--- config.mk ---
export PLATFORM = sky130hd
export DESIGN_NAME = tpl_master
export DESIGN_NICKNAME = d
export VERILOG_FILES = /design/src/rtl/tpl_master.sv
export SDC_FILE = /design/constraint.sdc
export NUM_CORES = 1
export LEC_CHECK = 0
export BUFFER_PORTS_ARGS = -buffer_cell sky130_fd_sc_hd__buf_2
export CAP_MARGIN = 20
export CORE_MARGIN = 1
export CORE_UTILIZATION = 35
export DETAILED_ROUTE_END_ITERATION = 10
export HOLD_SLACK_MARGIN = 0.12
export MAX_ROUTING_LAYER = met4
export SLEW_MARGIN = 40
export SYNTH_ARGS = -nofsm -noshare
export SYNTH_HDL_FRONTEND = slang
export SYNTH_SLANG_ARGS = --single-unit
--- constraint.sdc ---
create_clock -name clk -period 2.5 [get_ports clk]
set_clock_uncertainty 0.15 [all_clocks]
set_input_delay 0.25 -clock clk [delete_from_list [all_inputs] [get_ports clk]]
set_output_delay 0.25 -clock clk [all_outputs]
set_load 0.05 [all_outputs]
--- src/rtl/tpl_master.sv ---
module tpl_master #(
  parameter int SETUP_CYC = 3,
  parameter int STRB_CYC  = 2
) (
  input  logic       clk,
  input  logic       rst_n,
  input  logic       tx_pend,
  input  logic [7:0] tx_len,
  output logic       tx_len_ack,
  input  logic       tx_valid,
  input  logic [7:0] tx_data,
  output logic       tx_ack,
  output logic       rx_valid,
  output logic [7:0] rx_data,
  output logic       rx_last,
  output logic       rx_null,
  input  logic       irq,
  output logic       cs_n,
  output logic       rw_n,
  output logic       a0,
  output logic [7:0] d_out,
  output logic       d_oe,
  input  logic [7:0] d_in
);
  localparam int TMAX = (SETUP_CYC > STRB_CYC) ? SETUP_CYC : STRB_CYC;
  localparam int TW   = $clog2(TMAX + 1);

  typedef enum logic [2:0] {S_LEN, S_SETUP, S_STRB, S_IRQ, S_TXW} st_t;
  typedef enum logic [1:0] {P_TXL, P_TXP, P_RXL, P_RXP} ph_t;

  st_t         st;
  ph_t         ph;
  logic        stat_op;
  logic [TW-1:0] tmr;
  logic [7:0]  rem, d_q;
  logic [1:0]  a0_d;
  logic        rw_d;
  logic        rw_i;

  assign rw_i  = stat_op | ph[1];
  assign cs_n  = (st != S_STRB);
  assign rw_n  = rw_d;
  assign a0    = a0_d[1];
  assign d_out = d_q;
  assign d_oe  = ~cs_n & ~rw_n;

  always_ff @(posedge clk or negedge rst_n) begin
    if (!rst_n) begin
      st <= S_LEN;  ph <= P_TXL;  stat_op <= 1'b1;
      tmr <= '0;    rem <= '0;    d_q <= '0;
      a0_d <= 2'b11; rw_d <= 1'b1;
      tx_len_ack <= 1'b0; tx_ack <= 1'b0;
      rx_valid <= 1'b0; rx_data <= '0; rx_last <= 1'b0; rx_null <= 1'b0;
    end else begin
      tx_len_ack <= 1'b0; tx_ack <= 1'b0;
      rx_valid <= 1'b0; rx_last <= 1'b0; rx_null <= 1'b0;
      a0_d <= {a0_d[0], stat_op};
      rw_d <= rw_i;
      case (st)
        S_LEN: begin
          d_q        <= tx_pend ? tx_len : 8'd0;
          tx_len_ack <= tx_pend;
          stat_op    <= 1'b1;
          tmr        <= '0;
          st         <= S_SETUP;
        end
        S_IRQ: if (irq) st <= S_TXW;
        S_TXW: if (tx_valid) begin
          d_q     <= tx_data;
          tx_ack  <= 1'b1;
          stat_op <= 1'b1;
          tmr     <= '0;
          st      <= S_SETUP;
        end
        S_SETUP: begin
          if (tmr == TW'(SETUP_CYC - 1)) begin
            tmr <= '0;
            st  <= S_STRB;
          end else tmr <= tmr + 1'b1;
        end
        S_STRB: begin
          if (tmr != TW'(STRB_CYC - 1)) tmr <= tmr + 1'b1;
          else begin
            tmr <= '0;
            st  <= S_SETUP;
            if (stat_op) begin
              if (!d_in[0]) stat_op <= 1'b0;
            end else begin
              stat_op <= 1'b1;
              case (ph)
                P_TXL: begin
                  if (d_q == 8'd0) ph <= P_RXL;
                  else begin
                    rem <= d_q;
                    ph  <= P_TXP;
                    st  <= S_IRQ;
                  end
                end
                P_TXP: begin
                  rem <= rem - 8'd1;
                  if (rem == 8'd1) ph <= P_RXL;
                  else st <= S_TXW;
                end
                P_RXL: begin
                  if (d_in == 8'd0) begin
                    rx_null <= 1'b1;
                    ph      <= P_TXL;
                    st      <= S_LEN;
                  end else begin
                    rem <= d_in;
                    ph  <= P_RXP;
                  end
                end
                P_RXP: begin
                  rx_valid <= 1'b1;
                  rx_data  <= d_in;
                  rx_last  <= (rem == 8'd1);
                  rem      <= rem - 8'd1;
                  if (rem == 8'd1) begin
                    ph <= P_TXL;
                    st <= S_LEN;
                  end
                end
                default: ph <= P_TXL;
              endcase
            end
          end
        end
        default: st <= S_LEN;
      endcase
    end
  end
endmodule

* After elaboration in Yosys (flattened, before gate mapping)
Cells that the tools add are included.
** Storage, ports and cells
- Flip-flop bits (word level) :: 40
- Bits of input ports :: 29
- Output and inout port bits :: 25
- Logic and storage cells :: 103
** Operators by class
- Add/subtract/negate cells :: 2
- Equal/unequal tests :: 19
- Multiplexer cells :: 47
- Bitwise logic cells :: 6
- Reductions and logical operators :: 15
** Operators by type and width (number)
- 8-bit two-way mux :: 4
- 8-bit case mux with 3 select lines :: 1
- 1-bit two-way mux :: 22
- 3-bit two-way mux :: 6
- 8-bit zero test :: 2
- 2-bit two-way mux :: 8
- 2-bit != test (second input constant) :: 8
- 2-bit case mux with 4 select lines :: 2
- 8-bit case mux with 2 select lines :: 1
- 3-bit case mux with 5 select lines :: 1
- 3-bit case mux with 4 select lines :: 1
- 5-bit AND reduction :: 2
- 8-bit by 1-bit == test with 1-bit output (second input constant) :: 1
- 4-bit AND reduction :: 2
- 8-bit by 1-bit subtractor with 8-bit output (second input constant) :: 1
- 2-bit == test (second input constant) :: 3
- 3-bit by 2-bit == test with 1-bit output (second input constant) :: 2
- 1-bit inverter :: 4
- 2-bit AND reduction :: 2
- 4-bit nonzero test :: 1
- 3-bit by 1-bit == test with 1-bit output (second input constant) :: 1
- 3-bit == test (second input constant) :: 1
- 3-bit zero test :: 1
- 3-bit by 2-bit != test with 1-bit output (second input constant) :: 1
- other kinds (11) :: 11

* Depth between registers and ports, before layout
- Depth after elaboration :: 6
- Depth in mapped cells :: 7
- Mapped depth without buffers :: 6

* Worst setup path before layout
No wires, ideal clock.
- Path type :: flip-flop to flip-flop
- Start :: register st[2]
- End :: register ph[1]
- Setup time :: 0.099 ns
- Arrival time :: 1.888 ns
- Required time :: 2.251 ns
- Setup slack :: 0.362 ns
- Cell stages (with the launch flop) :: 7
- Path buffers :: 2
- Period minus slack after synthesis :: 2.138 ns
- Cells stage by stage :: dfrtp_1 or3b_1 buf_2 or3_1 buf_2 o21ba_1 a311oi_1
** On the way
- Longest elaborated chain between the ends :: 2
** Ends and longest elaborated chain
- start, declared :: line 31 : st_t st;
- start signal, assigned :: line 49 : st <= S_LEN; ph <= P_TXL; stat_op <= 1'b1;
- start signal, assigned :: line 65 : st <= S_SETUP;
- start signal, assigned :: line 67 : S_IRQ: if (irq) st <= S_TXW;
- 3-bit by 2-bit == test with 1-bit output :: line 59 : case (st)
- 5-bit AND reduction (no source line)
- end signal, assigned :: line 49
- end signal, assigned :: line 92 : if (d_q == 8'd0) ph <= P_RXL;
- end signal, assigned :: line 95 : ph <= P_TXP;
- end, declared :: line 32 : ph_t ph;
No other way between the ends.
A chain may end at the register's enable or synchronous reset.

* Final worst setup path
- Start :: input port d_in[5]
- End :: register rem[6]
** On the way
- Longest elaborated chain between the ends :: 3
** Ends and longest elaborated chain
- start, declared :: line 23 : input logic [7:0] d_in
- 8-bit zero test :: line 105 : if (d_in == 8'd0) begin
- 2-bit != test (no source line)
- 5-bit AND reduction (no source line)
- end signal, assigned :: line 100 : rem <= rem - 8'd1;
- end signal, assigned :: line 110 : rem <= d_in;
- end signal, assigned :: line 118 : rem <= rem - 8'd1;
- end, declared :: line 35 : logic [7:0] rem, d_q;
No other way between the ends.

==> flow_summary.ini <==
[synth]
syn_area_mm2 = 0.00218
synth_cell_types = 46
ys_seq_elements = 40
ys_seq_area_share_pct = 46.1
synth_edf_count = 0
synth_nets = 261
yosysWarnings = 0
syn_area_per_cell_um2 = 9.49
netlist_top_cells_area = dfrtp_1 (41%), mux2_2 (5.7%), dfstp_2 (4.8%), o21ai_0 (4.4%), a31oi_1 (4.3%)
syn_inst = 230
synthArstFlopShare_pct = 100
yosysTopAreaCell = dfrtp_1
synth_top_area_share_pct = 41.3
yosys_most_used_dff = dfrtp_1

[sta]
max_freq_ghz = 0.425
setup_viol = 0
fin_crit_sh_pct = 94.2
drv_slew = 0
min_period_ns = 2.36
slew_headroom_pct = 65.3
rsz0062_at_grt = false
worst_pin_slew_ns = 0.516
tns_ns = 0
hold_violations = 0

[power]
p_per_area_mw_per_mm2 = 1080
ir_worst_vdd_mv = 0.698
p_leak_nw = 1.24
power_w = 0.00292

[clocking]
cts_made_buffers = 5
post_cts_buffers = 0
ctsHtreeMaxLevel = 2
clock-sinks = 40
postCtsResizedCells = 0
clk_pin_slew_ns = 0.07
clk_latency_ns = 0.28
cts_tree = built
hold_buffers = 8
root_buffer = clkbuf_8
ctsLongestPathBuffers = 2

[die]
fp.dieH_um = 81.0
io_pins = 54
core-area_mm2 = 0.00596
die_w_um = 81.0
initial_core_util_pct = 36.6
die_area_mm2 = 0.00655
rows = 28

[finish]
drive_above_1_share_pct = 31.4
num-fill-cells = 609
diodes = 0
fin_util_pct = 45.4
finalInstanceArea_mm2 = 0.00270
nets = 320
ff_latch_area_mm2 = 0.00101
multi_input_area_mm2 = 0.00109
area_delta_synth_final_pct = 23.8

[setup_path]
end_kind = flop
path_class = in2reg
worstPathRequired_ns = 2.52
crit_path_start_kind = input port
path_max_fanout = 6
arrival_ns = 2.38

[routing]
drt_iter0_drc = 120
drcViolationCount = 0
dr.pass1.iters = 4
via_per_inst = 5.33
wl_per_cell_um = 14.6
ant_nets = 0
dr_total_vias = 1944
wl_mm = 5.34

[grt]
grt_pass1_vias = 1876
grt_usage_pct = 18.1
gr-total-overflow = 0
grt_first_pass_wirelength_mm = 8.86
grt_max_degree = 41
antenna_found_initial = 0

[placement]
port_buffers = 53
routabilityCongestion = 0.818
post_dp_cell_area_mm2 = 0.00253
dpl.hpwl_mm = 3.98

[run]
maxCapViolCount = 0

[run_status]
status = completed

[worst_hold_path]
worstHoldPathType = in2reg
[metal layers]
layer | track usage [%] | share of wire [%]
met5 | - | 0
met2 | 28.3 | 45
met1 | 23.5 | 48
met3 | 3.03 | 5.9
met4 | 6.79 | 0.75
[worst max-delay path, stage by stage]
cell and delay, ns:
dlygate4sd3_1 0.53, buf_2 0.14, nor4_1 0.40, nand4_1 0.38, and3_1 0.38, o221a_2 0.30
[sequential cells by signal (all words and copies together) (netlist names), 2 cells and up]
| register | flops |
|---|---|
| d_out | 8 |
| rem | 8 |
| rx_data | 8 |
| st | 3 |
| a0_d | 2 |
| ph | 2 |
| tmr | 2 |
[logic make-up after synthesis]
family / count (synthesis) / synth area share (%)
compound gates: 61 / 18.9
xor+xnor: 1 / 0.401
fa+ha+maj: 2 / 1.15
buf+inv: 23 / 4.13
flops: 40 / 46.1
mux: 16 / 7.97
simple gates: 87 / 21.4
[stage by stage]
stage / worst slack [ns] / cells / hold WS (ns)
floorplan: 0.362 / 230 / -0.196
global placement: 0.379 / 349 / 0.195
detailed placement: 0.306 / 349 / 0.105
CTS: 0.170 / 365 / 0.120
global route: 0.0582 / 365 / 0.125
finish: 0.145 / 365 / 0.121
[report_power, final]
part / leakage, nW / internal [W] / switching (W)
sequential: 0.489 / 0.000863 / 0.000194
combinational: 0.700 / 0.000468 / 0.000970
clock: 0.0510 / 0.000220 / 0.000209
total: 1.24 / 0.00155 / 0.00137
[cells in the final DEF, fill, tap and decap left out, drive strengths merged, types with 5 or more instances in the layout]
cell	instances
a31oi	15
and3	12
buf	59
clkbuf	6
dfrtp	36
dlygate4sd3	8
inv	8
mux2	11
mux2i	5
nand2	22
nor2	15
nor2b	6
nor3	7
nor4	6
o21ai	19
[synth_stat cells (5+ instances only)]
| library cell | n |
|---|---|
| mux2_2 | 11 |
| and3_1 | 12 |
| dfrtp_1 | 36 |
| nor2b_1 | 6 |
| inv_1 | 8 |
| a31oi_1 | 15 |
| clkbuf_1 | 11 |
| nor4_1 | 6 |
| o21ai_0 | 19 |
| nor2_1 | 15 |
| nor3_1 | 6 |
| nand2_1 | 22 |
| mux2i_1 | 5 |
[worst paths after layout]
path,from,endpoint,slack [ns],cells after the start
hold / removal,tx_valid,tx_ack,0.12,2
hold reg to reg,a0_d[0],a0_d[1],0.21,0
max in group asynchronous,rst_n,stat_op,1.52,2
setup / recovery,d_in[5],rem[6],0.14,6
setup reg to reg,st[2],rx_data[6],0.32,4
min in group asynchronous,rst_n,rx_data[7],0.32,2
[cell type report]
cell class / count / area share, %
Sequential cell: 40 / 37.2
Inverter: 8 / 1.11
Tap cell: 75 / 3.47
Multi-Input combinational cell: 167 / 40.2
Clock inverter: 2 / 0.371
Timing Repair Buffer: 67 / 14.5
Clock buffer: 6 / 3.06
Note: power is estimated with default switching activity, not from simulation.
